==> config.mk <==
export PLATFORM = sky130hd
export DESIGN_NAME = spi_trim_cmd_dec
export DESIGN_NICKNAME = d
export VERILOG_FILES = /design/src/rtl/spi_trim_pkg.sv /design/src/rtl/spi_trim_in_sync.sv /design/src/rtl/spi_trim_framer.sv /design/src/rtl/spi_trim_reg_bank.sv /design/src/rtl/spi_trim_cmd_dec.sv
export SDC_FILE = /design/constraint.sdc
export NUM_CORES = 1
export LEC_CHECK = 0
export BUFFER_PORTS_ARGS = -buffer_cell sky130_fd_sc_hd__buf_2
export CORE_UTILIZATION = 50
export DETAILED_ROUTE_END_ITERATION = 7
export HOLD_SLACK_MARGIN = 0.03
export PLACE_DENSITY = 0.66
export SYNTH_ARGS = -nofsm -noshare
export SYNTH_HDL_FRONTEND = slang
export SYNTH_SLANG_ARGS = --single-unit
==> constraint.sdc <==
create_clock -name clk -period 3.62 [get_ports clk]
set_input_delay 0.543 -clock clk [delete_from_list [all_inputs] [get_ports clk]]
set_output_delay 0.543 -clock clk [all_outputs]
set_load 0.05 [all_outputs]
==> src/rtl/spi_trim_pkg.sv <==
package spi_trim_pkg;

    typedef enum logic [2:0] {
        ST_ID    = 3'd0,
        ST_INSTR = 3'd1,
        ST_WR    = 3'd2,
        ST_RD    = 3'd3,
        ST_HOLD  = 3'd4
    } cmd_st_e;

    localparam logic [3:0] OP_RD_WORK  = 4'b1001;
    localparam logic [3:0] OP_WR_WORK  = 4'b1010;
    localparam logic [3:0] OP_RD_DR    = 4'b1011;
    localparam logic [3:0] OP_WR_DR    = 4'b1100;
    localparam logic [3:0] OP_DR2WORK  = 4'b1101;
    localparam logic [3:0] OP_WORK2DR  = 4'b1110;

    localparam logic [3:0] DEV_TYPE_DEFAULT = 4'b0101;

endpackage

==> src/rtl/spi_trim_in_sync.sv <==
module spi_trim_in_sync #(
    parameter int STAGES = 2
) (
    input  logic clk,
    input  logic rst_n,
    input  logic sck_i,
    input  logic cs_n_i,
    input  logic mosi_i,
    output logic sck_rise_o,
    output logic sck_fall_o,
    output logic cs_act_o,
    output logic mosi_o
);
    localparam int TOP = STAGES - 1;

    typedef struct packed {
        logic [STAGES-1:0] sck;
        logic [STAGES-1:0] csn;
        logic [STAGES-1:0] mosi;
        logic              sck_last;
    } sync_t;

    sync_t q, d;

    always_comb begin
        d          = q;
        d.sck      = {q.sck[STAGES-2:0], sck_i};
        d.csn      = {q.csn[STAGES-2:0], cs_n_i};
        d.mosi     = {q.mosi[STAGES-2:0], mosi_i};
        d.sck_last = q.sck[TOP];
    end

    always_ff @(posedge clk or negedge rst_n) begin
        if (!rst_n) begin
            q.sck      <= '0;
            q.csn      <= '1;
            q.mosi     <= '0;
            q.sck_last <= 1'b0;
        end else begin
            q <= d;
        end
    end

    assign sck_rise_o = q.sck[TOP] & ~q.sck_last;
    assign sck_fall_o = ~q.sck[TOP] & q.sck_last;
    assign cs_act_o   = ~q.csn[TOP];
    assign mosi_o     = q.mosi[TOP];

endmodule

==> src/rtl/spi_trim_framer.sv <==
module spi_trim_framer #(
    parameter int DATA_W = 8
) (
    input  logic                        clk,
    input  logic                        rst_n,
    input  logic                        cs_act_i,
    input  logic                        sck_rise_i,
    input  logic                        mosi_i,
    output logic                        byte_done_o,
    output logic [DATA_W-1:0]           byte_o,
    output logic [$clog2(DATA_W)-1:0]   bit_cnt_o
);
    localparam int CNT_W = $clog2(DATA_W);
    localparam logic [CNT_W-1:0] LAST = CNT_W'(DATA_W - 1);

    typedef struct packed {
        logic [DATA_W-1:0] sh;
        logic [CNT_W-1:0]  cnt;
    } frm_t;

    frm_t q, d;

    always_comb begin
        d = q;
        if (!cs_act_i) begin
            d = '0;
        end else if (sck_rise_i) begin
            d.sh  = {q.sh[DATA_W-2:0], mosi_i};
            d.cnt = (q.cnt == LAST) ? '0 : q.cnt + 1'b1;
        end
    end

    always_ff @(posedge clk or negedge rst_n) begin
        if (!rst_n) q <= '0;
        else        q <= d;
    end

    assign byte_done_o = cs_act_i & sck_rise_i & (q.cnt == LAST);
    assign byte_o      = {q.sh[DATA_W-2:0], mosi_i};
    assign bit_cnt_o   = q.cnt;

endmodule

==> src/rtl/spi_trim_reg_bank.sv <==
module spi_trim_reg_bank #(
    parameter int CHANNELS = 4,
    parameter int DR_DEPTH = 4,
    parameter int DATA_W   = 8,
    parameter int WORK_W   = 6
) (
    input  logic                          clk,
    input  logic                          rst_n,
    input  logic [$clog2(CHANNELS)-1:0]   chan_i,
    input  logic [$clog2(DR_DEPTH)-1:0]   idx_i,
    input  logic [DATA_W-1:0]             wdata_i,
    input  logic                          wr_work_i,
    input  logic                          wr_dr_i,
    input  logic                          cp_dr2work_i,
    input  logic                          cp_work2dr_i,
    output logic [WORK_W-1:0]             rd_work_o,
    output logic [DATA_W-1:0]             rd_dr_o,
    output logic [CHANNELS*WORK_W-1:0]    work_all_o
);
    typedef struct packed {
        logic [CHANNELS-1:0][WORK_W-1:0]                work;
        logic [CHANNELS-1:0][DR_DEPTH-1:0][DATA_W-1:0] dr;
    } bank_t;

    bank_t q, d;

    always_comb begin
        d = q;
        if (wr_work_i)    d.work[chan_i]       = wdata_i[WORK_W-1:0];
        if (wr_dr_i)      d.dr[chan_i][idx_i]  = wdata_i;
        if (cp_dr2work_i) d.work[chan_i]       = q.dr[chan_i][idx_i][WORK_W-1:0];
        if (cp_work2dr_i) d.dr[chan_i][idx_i]  = DATA_W'(q.work[chan_i]);
    end

    always_ff @(posedge clk or negedge rst_n) begin
        if (!rst_n) q <= '0;
        else        q <= d;
    end

    assign rd_work_o  = q.work[chan_i];
    assign rd_dr_o    = q.dr[chan_i][idx_i];
    assign work_all_o = q.work;

endmodule

==> src/rtl/spi_trim_cmd_dec.sv <==
module spi_trim_cmd_dec
    import spi_trim_pkg::*;
#(
    parameter int          CHANNELS    = 4,
    parameter int          POT_CH      = 2,
    parameter int          DR_DEPTH    = 4,
    parameter int          DATA_W      = 8,
    parameter int          WORK_W      = 6,
    parameter int          ADDR_W      = 2,
    parameter int          SYNC_STAGES = 2,
    parameter logic [3:0]  DEV_TYPE    = DEV_TYPE_DEFAULT
) (
    input  logic                                  clk,
    input  logic                                  rst_n,
    input  logic                                  sck_i,
    input  logic                                  cs_n_i,
    input  logic                                  mosi_i,
    input  logic [ADDR_W-1:0]                     addr_i,
    output logic                                  sdo_o,
    output logic                                  sdo_oe_o,
    output logic [POT_CH*WORK_W-1:0]              wiper_pos_o,
    output logic [(CHANNELS-POT_CH)*WORK_W-1:0]   cmp_ctrl_o
);
    localparam int CMP_CH = CHANNELS - POT_CH;
    localparam int CH_W   = $clog2(CHANNELS);
    localparam int IDX_W  = $clog2(DR_DEPTH);
    localparam int CNT_W  = $clog2(DATA_W);
    localparam int OPC_LO = DATA_W - 4;
    localparam int IDX_LO = CH_W;

    typedef struct packed {
        cmd_st_e           state;
        logic [3:0]        opc;
        logic [IDX_W-1:0]  idx;
        logic [CH_W-1:0]   chan;
        logic [DATA_W-1:0] tx;
        logic              oe;
    } ctl_t;

    ctl_t q, d;

    logic                      sck_rise, sck_fall, cs_act, mosi_s;
    logic                      byte_done;
    logic [DATA_W-1:0]         byte_val;
    logic [CNT_W-1:0]          bit_cnt;
    logic [CH_W-1:0]           cmd_chan;
    logic [IDX_W-1:0]          cmd_idx;
    logic                      wr_work, wr_dr, cp_d2w, cp_w2d;
    logic [WORK_W-1:0]         rd_work;
    logic [DATA_W-1:0]         rd_dr;
    logic [CHANNELS*WORK_W-1:0] work_all;
    cmd_st_e                   state_q;

    spi_trim_in_sync #(.STAGES(SYNC_STAGES)) sync_i (
        .clk        (clk),
        .rst_n      (rst_n),
        .sck_i      (sck_i),
        .cs_n_i     (cs_n_i),
        .mosi_i     (mosi_i),
        .sck_rise_o (sck_rise),
        .sck_fall_o (sck_fall),
        .cs_act_o   (cs_act),
        .mosi_o     (mosi_s)
    );

    spi_trim_framer #(.DATA_W(DATA_W)) frm_i (
        .clk         (clk),
        .rst_n       (rst_n),
        .cs_act_i    (cs_act),
        .sck_rise_i  (sck_rise),
        .mosi_i      (mosi_s),
        .byte_done_o (byte_done),
        .byte_o      (byte_val),
        .bit_cnt_o   (bit_cnt)
    );

    // Address fields come straight from the byte while it is the instruction.
    always_comb begin
        if (q.state == ST_INSTR) begin
            cmd_chan = byte_val[CH_W-1:0];
            cmd_idx  = byte_val[IDX_LO+IDX_W-1:IDX_LO];
        end else begin
            cmd_chan = q.chan;
            cmd_idx  = q.idx;
        end
    end

    spi_trim_reg_bank #(
        .CHANNELS (CHANNELS),
        .DR_DEPTH (DR_DEPTH),
        .DATA_W   (DATA_W),
        .WORK_W   (WORK_W)
    ) bank_i (
        .clk          (clk),
        .rst_n        (rst_n),
        .chan_i       (cmd_chan),
        .idx_i        (cmd_idx),
        .wdata_i      (byte_val),
        .wr_work_i    (wr_work),
        .wr_dr_i      (wr_dr),
        .cp_dr2work_i (cp_d2w),
        .cp_work2dr_i (cp_w2d),
        .rd_work_o    (rd_work),
        .rd_dr_o      (rd_dr),
        .work_all_o   (work_all)
    );

    always_comb begin
        d       = q;
        wr_work = 1'b0;
        wr_dr   = 1'b0;
        cp_d2w  = 1'b0;
        cp_w2d  = 1'b0;
        if (!cs_act) begin
            d.state = ST_ID;
            d.tx    = '0;
        end else begin
            if (sck_fall && (bit_cnt != '0) && (q.state == ST_RD))
                d.tx = {q.tx[DATA_W-2:0], 1'b0};
            if (byte_done) begin
                unique case (q.state)
                    ST_ID: begin
                        if ((byte_val[DATA_W-1:OPC_LO] == DEV_TYPE) &&
                            (byte_val[OPC_LO-1:ADDR_W] == '0) &&
                            (byte_val[ADDR_W-1:0] == addr_i))
                            d.state = ST_INSTR;
                        else
                            d.state = ST_HOLD;
                    end
                    ST_INSTR: begin
                        d.opc  = byte_val[DATA_W-1:OPC_LO];
                        d.idx  = cmd_idx;
                        d.chan = cmd_chan;
                        d.state = ST_HOLD;
                        case (byte_val[DATA_W-1:OPC_LO])
                            OP_RD_WORK: begin
                                d.tx    = DATA_W'(rd_work);
                                d.state = ST_RD;
                            end
                            OP_RD_DR: begin
                                d.tx    = rd_dr;
                                d.state = ST_RD;
                            end
                            OP_WR_WORK, OP_WR_DR: d.state = ST_WR;
                            OP_DR2WORK: cp_d2w = 1'b1;
                            OP_WORK2DR: cp_w2d = 1'b1;
                            default: ;
                        endcase
                    end
                    ST_WR: begin
                        if (q.opc == OP_WR_WORK) wr_work = 1'b1;
                        else                     wr_dr   = 1'b1;
                        d.state = ST_HOLD;
                    end
                    ST_RD:   d.state = ST_HOLD;
                    default: d.state = ST_HOLD;
                endcase
            end
        end
        d.oe = cs_act && (d.state == ST_RD);
    end

    always_ff @(posedge clk or negedge rst_n) begin
        if (!rst_n) begin
            q       <= '0;
            q.state <= ST_ID;
        end else begin
            q <= d;
        end
    end

    assign state_q  = q.state;
    assign sdo_o    = q.oe & q.tx[DATA_W-1];
    assign sdo_oe_o = q.oe;

    generate
        for (genvar p = 0; p < POT_CH; p++) begin : g_pot
            assign wiper_pos_o[p*WORK_W +: WORK_W] = work_all[p*WORK_W +: WORK_W];
        end
        for (genvar c = 0; c < CMP_CH; c++) begin : g_cmp
            assign cmp_ctrl_o[c*WORK_W +: WORK_W] = work_all[(POT_CH+c)*WORK_W +: WORK_W];
        end
    endgenerate

endmodule

==> metrics.log, run 1 <==
[metrics] yosys synthesis warning count: 0
[metrics] area of the mapped netlist: 11220 um2
[metrics] global placement routability congestion: 0.9614
[metrics] Overflow after GRT: 0
[metrics] Clock Skew: 13.95 ps
[metrics] leading register cell type out of synthesis: dfrtp_1
[metrics] count of boundary I/O pins: 33
[metrics] Total Die Area: 23050 um2
[metrics] share of the clock period used by the worst path after layout: 87.54%
[metrics] total routed wirelength: 33.23 mm
[metrics] Detailed Place HPWL: 22.71 mm
[metrics] number of remaining DRC errors: 0
[metrics] initial cell density of the core: 51.26%
[metrics] count of vias placed by the detailed router: 8636
[metrics] number of sinks on the clock net: 189
[metrics] # Max-Cap Violations: 0
[metrics] time the final worst path needs with I/O delays and setup: 3169 ps
[metrics] power density over the cells: 337.0 nW/um2
[metrics] horizontal die dimension: 151.8 um
[metrics] Max Transition Viols Final: 0
[metrics] status: completed
[metrics] largest cells by area after synthesis: dfrtp_1, mux2i_1, mux4_2
[metrics] Die Ht: 151.8 um
[metrics] flops & latches, synth: 189
[metrics] R2R depth: 7
[metrics] total of buffers placed on input and output ports: 32
[metrics] data arrival time of the critical path: 3470 ps
[metrics] iteration count of the initial detailed-routing pass: 5
[metrics] classification of the worst-slack hold path: input port to asynchronous set/reset pin
[metrics] most numerous cell in the Yosys netlist: mux2i_1
[metrics] clock transition at the registers of the reported paths: 80 ps
[metrics] distinct cell type count after synthesis: 63
[metrics] proportion of synthesized chip area in sequential cells: 42.17%
[metrics] violation count after the first detailed-route iteration: 920
[metrics] critical path launch point type: register
[metrics] layout cell share with drive strength beyond 1: 17.99%
[metrics] placement row count: 54
[metrics] sum of negative setup slack: 0 ps
[metrics] Max transition margin: 31.78%
[metrics] net count after synthesis: 1068
[metrics] relative area change from synthesis to final layout: 9.410%
[metrics] Layout Cells excl Fill: 1353
[metrics] slew of the pin with the lowest slew margin: 1013 ps
[metrics] number of setup buffers added after CTS: 0
[metrics] critical path start-end classification: register to register
[metrics] via count of the first global-routing pass: 8510
[metrics] Setup crit end kind: register
[metrics] top cell type's share of synthesized area: 41.70%
[metrics] number of antenna cells inserted: 0
[metrics] first-pass GRT wire length: 52.01 mm
[metrics] commonest cells in the netlist: mux2i_1, dfrtp_1, nand2_1
[metrics] Avg Inst Size Synth: 10.61 um2
[metrics] RSZ-0062 raised after global routing: false
[metrics] cell at the root of the clock tree: clkbuf_16
[metrics] Crit Path Max Fanout: 21
[metrics] leakage power: 5.633 nW
[metrics] number of enable-type register cells in the synthesized netlist: 0
[metrics] CP Data Required Time: 3920 ps
[metrics] buffer depth of the longest clock path: 2
[metrics] number of antenna violations at the first check in global routing: 0
[metrics] share of async-settable or async-resettable flops after synthesis: 100.0%
[metrics] drt wl/cell: 24.56 um
[metrics] pin count of the biggest net entering global routing: 87
[metrics] global router's overall resource usage: 29.60%
[metrics] clock tree from TritonCTS: done
[metrics] remaining number of nets flagged by the antenna check after routing: 0
[metrics] maximum vdd drop: 308.1 uV
[metrics] H-tree level count: 4
[metrics] post-CTS resize count: 0
[metrics] drt via density: 6.383
[metrics] total CTS buffers: 17
[metrics] clk_lat worst skew: 450 ps
[metrics] CTS hold repair buffers: 0
[metrics] count of final setup violators: 0
[metrics] instance count after placement with tap cells included: 1321
[metrics] net total in the final layout: 1070
[metrics] Peak Freq: 0.3156 GHz
[metrics] total count of hold-check failures in the final report: 0
[metrics] Post-Synthesis Cells: 1058
[metrics] Core ar.: 21890 um2
[metrics] area leader, netlist: dfrtp_1
==> where the power goes <==
part / switching (mW) / internal, mW / total [mW]
Clock: 0.914 / 0.998 / 1.91
Combinational: 0.0770 / 0.0226 / 0.0996
Sequential: 0.00915 / 2.12 / 2.13
Total: 1.00 / 3.14 / 4.14
==> metal layers <==
layer	wire length, um	up-vias	GRT usage, %
met5	0	-	0
met4	1240	0	12.33
met3	2268	89	6.418
met2	15160	382	44.81
met1	14560	4326	41.21
li1	-	3839	-
==> per-stage QoR <==
step | hold WS [ps] | setup WS, ps | instance area [um2] | power (mW) | util [%]
3_3_place_gp | 334.9 | 546.5 | 11690 | 2.268 | 53.40
6_report | 144.0 | 451.0 | 12280 | 4.137 | 56.09
4_1_cts | 172.3 | 515.4 | 12280 | 4.166 | 56.09
2_1_floorplan | 247.4 | 708.7 | 11220 | 2.200 | -
3_5_place_dp | 337.9 | 529.7 | 11690 | 2.270 | 53.40
5_1_grt | 168.7 | 143.3 | 12280 | 4.258 | 56.09
==> placed cells by master, fill, tap and decap left out, types with 11 or more instances in the layout <==
cell,instances
buf_4,49
o21ai_0,39
mux2_2,12
inv_1,12
nand3_1,12
clkbuf_16,17
nand2_1,127
mux2i_1,272
nor2_2,14
dfrtp_1,185
buf_2,31
nor2_1,53
a211oi_1,11
nor3_1,12
mux4_2,25
a21oi_1,58
==> registers in the layout (all words and copies together) (netlist names) <==
register / flops
sdo_oe_o: 1
q: 16
sync_i.d: 4
state_q: 3
sync_i.q: 2
frm_i.byte_o: 7
sync_i.mosi_o: 1
bank_i.work_all_o: 24
bank_i.q: 128
frm_i.bit_cnt_o: 3
==> kinds of logic after synthesis <==
logic type	Yosys count	synth area share [%]
flops	189	42.17
compound gates	166	9.299
mux	318	31.81
xor+xnor	3	0.2342
simple gates	265	11.09
buf+inv	114	5.062
fa+ha+maj	3	0.3345
==> area by class of cell <==
cell class	instances	area [um2]
Clock buffer	18	439.2
Clock inverter	14	150.1
Fill cell	1921	9613
Inverter	12	45.04
Multi-Input combinational cell	755	5942
Sequential cell	189	4735
Tap cell	280	350.3
Timing Repair Buffer	85	616.8
==> path summary, 6_finish.rpt <==
check | from | endpoint | slack, ps
max in group asynchronous | rst_n | bank_i.q[31] | 2560
worst max register to register | state_q[2] | q[5] | 450
worst min-delay path | rst_n | bank_i.work_all_o[14] | 140
worst min register to register | sync_i.d[2] | sync_i.mosi_o | 350
worst max-delay path | state_q[2] | q[5] | 450
min in group clk | cs_n_i | sync_i.d[4] | 190
==> worst max-delay path, stage by stage, from the launching register on <==
cell	delay [ps]
dfrtp_1	470
or3b_2	580
buf_4	230
a21o_1	460
a2111oi_0	690
a211oi_1	120
o221ai_1	280
o22ai_1	180
(Power assumes the default switching activity.)
==> run 2: changes to the inputs <==
--- a/config.mk
+++ b/config.mk
@@ -6,10 +6,10 @@
 export NUM_CORES = 1
 export LEC_CHECK = 0
 export BUFFER_PORTS_ARGS = -buffer_cell sky130_fd_sc_hd__buf_2
-export CORE_UTILIZATION = 50
+export CORE_UTILIZATION = 63
 export DETAILED_ROUTE_END_ITERATION = 7
 export HOLD_SLACK_MARGIN = 0.03
-export PLACE_DENSITY = 0.66
+export PLACE_DENSITY = 0.8
 export SYNTH_ARGS = -nofsm -noshare
 export SYNTH_HDL_FRONTEND = slang
 export SYNTH_SLANG_ARGS = --single-unit
==> run 2 against run 1 <==
  * Cell count down 3.4%
  * Total power up 3.3%
  * Fmax down 5.6%
  * First-iteration DRC count up 24%
  * Register-to-register slack worse by 190 ps
  * Combinational power up 6%
  * Clock power up 7%
  * Highest routed layer unchanged
  * Sequential cell count unchanged
  * Global-route usage up 9.1 points
  * Hold slack better by 51 ps
  * Clock-buffer cell count unchanged
  * Clock skew down 5.8 ps
==> metrics.log, run 2 (synthesized netlist as in run 1, its figures left out) <==
[metrics] most frequent standard cell in the layout excluding fill and tap cells: mux2i_1
[metrics] remaining number of nets flagged by the antenna check after routing: 0 (unchanged)
[metrics] total count of hold-check failures in the final report: 0 (unchanged)
[metrics] most frequent cells in the layout: mux2i_1, dfrtp_1, nand2_1, buf_4, a21oi_1
[metrics] net total in the final layout: 1079 (+0.84%)
[metrics] first-pass GRT wire length: 52.66 mm (+1.3%)
[metrics] status: completed
[metrics] most frequent cell on the critical path: ha_1
[metrics] clk_lat worst skew: 450 ps (about the same)
[metrics] clock transition at the registers of the reported paths: 70 ps (about the same)
[metrics] time the final worst path needs with I/O delays and setup: 3359 ps (+189.6 ps)
[metrics] CP Data Required Time: 3920 ps (about the same)
[metrics] via count of the first global-routing pass: 9041 (+6.2%)
[metrics] Peak Freq: 0.2977 GHz (-5.6%)
[metrics] total routed wirelength: 33.80 mm (+1.7%)
[metrics] number of sinks on the clock net: 189 (unchanged)
[metrics] Die Ht: 135.5 um (-11%)
[metrics] leakage power: 5.675 nW (+0.76%)
[metrics] Setup crit end kind: register
[metrics] # Max-Cap Violations: 0 (unchanged)
[metrics] Total Die Area: 18350 um2 (-20%)
[metrics] initial cell density of the core: 64.66% (+13 points)
[metrics] share of the clock period used by the worst path after layout: 92.78% (+5.2 points)
[metrics] hold slack final: 195.5 ps (+51.48 ps)
[metrics] number of remaining DRC errors: 0 (unchanged)
[metrics] Overflow after GRT: 0 (unchanged)
[metrics] classification of the worst-slack hold path: input port to register
[metrics] Clock Skew: 8.139 ps (-5.810 ps)
[metrics] register containing the most flip-flops in the final layout: bank_i.q
[metrics] CTS hold repair buffers: 0 (unchanged)
[metrics] buffer depth of the longest clock path: 2 (unchanged)
[metrics] clock tree from TritonCTS: done
[metrics] power density over the cells: 347.7 nW/um2 (+3.2%)
[metrics] relative area change from synthesis to final layout: 9.566%
[metrics] count of vias placed by the detailed router: 9151 (+6.0%)
[metrics] cell breakdown of the critical path: ha_1, ha_1, nand4bb_1, nor4_1, o211ai_1, nor2_1, mux2i_1, o21ai_0
[metrics] number of antenna cells inserted: 0 (unchanged)
[metrics] origin of the critical flop-to-flop path: frm_i.bit_cnt_o[0]
[metrics] Worst Hold Path EP: sync_i.d[4]
[metrics] number of antenna violations at the first check in global routing: 0 (unchanged)
[metrics] total of buffers placed on input and output ports: 32 (unchanged)
[metrics] maximum vdd drop: 320.0 uV (+3.9%)
[metrics] drt via density: 7.002 (+9.7%)
[metrics] cell at the root of the clock tree: clkbuf_16
[metrics] critical path launch point type: register
[metrics] placement row count: 48 (-11%)
[metrics] violation count after the first detailed-route iteration: 1142 (+24%)
[metrics] global router's overall resource usage: 38.66% (+9.1 points)
[metrics] total CTS buffers: 17 (unchanged)
[metrics] global placement routability congestion: 1.056 (+9.8%)
[metrics] RSZ-0062 raised after global routing: false
[metrics] critical hold path startpoint: cs_n_i
[metrics] pin count of the biggest net entering global routing: 103 (+18%)
[metrics] worst reg-to-reg setup slack: 260 ps (-190 ps)
[metrics] Core ar.: 17360 um2 (-21%)
[metrics] crit-path leading delay family: simple AND/OR/NAND/NOR gates
[metrics] Max transition margin: 24.43% (-7.4 points)
[metrics] count of final setup violators: 0 (unchanged)
[metrics] critical-path cell with the highest stage delay: nor2_1
[metrics] R2R depth: 8 (+1)
[metrics] drt wl/cell: 25.86 um (+5.3%)
[metrics] post-CTS resize count: 0 (unchanged)
[metrics] horizontal die dimension: 135.5 um (-11%)
[metrics] critical path start-end classification: register to register
[metrics] number of cells traversed by the worst hold path: 1
[metrics] Final Core Density: 70.84% (+15 points)
[metrics] slew of the pin with the lowest slew margin: 1129 ps (+116.8 ps)
[metrics] data arrival time of the critical path: 3660 ps (+190 ps)
[metrics] iteration count of the initial detailed-routing pass: 7 (+2)
[metrics] Detailed Place HPWL: 22.66 mm (-0.20%)
[metrics] number of buffers and inverters on the critical path: 0 (-1)
[metrics] H-tree level count: 4 (unchanged)
[metrics] Crit Path Max Fanout: 8 (-62%)
[metrics] endpoint of the lowest-slack register-to-register path: bank_i.q[4]
[metrics] sum of negative setup slack: 0 ps (unchanged)
[metrics] number of setup buffers added after CTS: 0 (unchanged)
[metrics] layout cell share with drive strength beyond 1: 18.58% (+0.59 points)
[metrics] Max Transition Viols Final: 0 (unchanged)
[metrics] number of flip-flops in the largest register: 128 (unchanged)
[metrics] CP peak stage delay: 930 ps (+240 ps)
[metrics] count of boundary I/O pins: 33 (unchanged)
[run 2: cell count changes in the layout (fill, tap and decap cells not counted), sizes merged]
| cell | delta |
|---|---|
| inv | -3 |
| buf | +9 |
| clkinv | -2 |
| bufinv | +3 |
| clkinvlp | +2 |
[run 2: per-stage QoR]
stage	setup WS, ps	std cells	total power [mW]	instance area, um2
after CTS	432.6	1307	4.283	12300
final	261.3	1307	4.275	12300
after global routing	113.7	1307	4.367	12300
after global placement	525.9	1275	2.267	11660
after detailed placement	495.7	1275	2.269	11660
after floorplan	708.7	1058	2.200	11220
[run 2: layout make-up]
| type | instances | area, um2 |
|---|---|---|
| clock buffer | 18 | 429.2 |
| clock inverter | 14 | 203.9 |
| fill | 1251 | 5061 |
| inverter | 12 | 45.04 |
| multi-input combinational | 755 | 5942 |
| sequential | 189 | 4735 |
| tap | 225 | 281.5 |
| timing repair buffer | 94 | 659.4 |
[run 2: per-layer routing]
metal	up-vias	track usage (%)	part of all wire (%)	wire, um
met5	-	0	0	0
met4	0	25.78	6.5	2192
met3	186	8.642	11	3645
met2	652	59.12	45	15340
met1	4469	49.38	37	12630
li1	3844	-	-	-
[run 2: worst register-to-register path, stage by stage, from the launching register on]
cell and delay (ps):
dfrtp_1 390, ha_1 170, ha_1 190, nand4bb_1 180, nor4_1 630, o211ai_1 310, nor2_1 930, mux2i_1 310
o21ai_0 110
[run 2: worst max path at each step]
stage | cells after the start | from | to
2_1_floorplan | 8 | state_q[2] | bank_i.q[109]
3_3_place_gp | 6 | state_q[1] | bank_i.work_all_o[13]
3_5_place_dp | 6 | state_q[1] | bank_i.work_all_o[13]
4_1_cts | 8 | frm_i.bit_cnt_o[0] | bank_i.q[4]
5_1_grt | 8 | frm_i.bit_cnt_o[0] | bank_i.q[4]
6_report | 8 | frm_i.bit_cnt_o[0] | bank_i.q[4]
[run 2: where the power goes]
group	switching (mW)	internal [mW]
registers	0.00454	2.12
clock network	0.876	1.17
logic	0.0830	0.0230
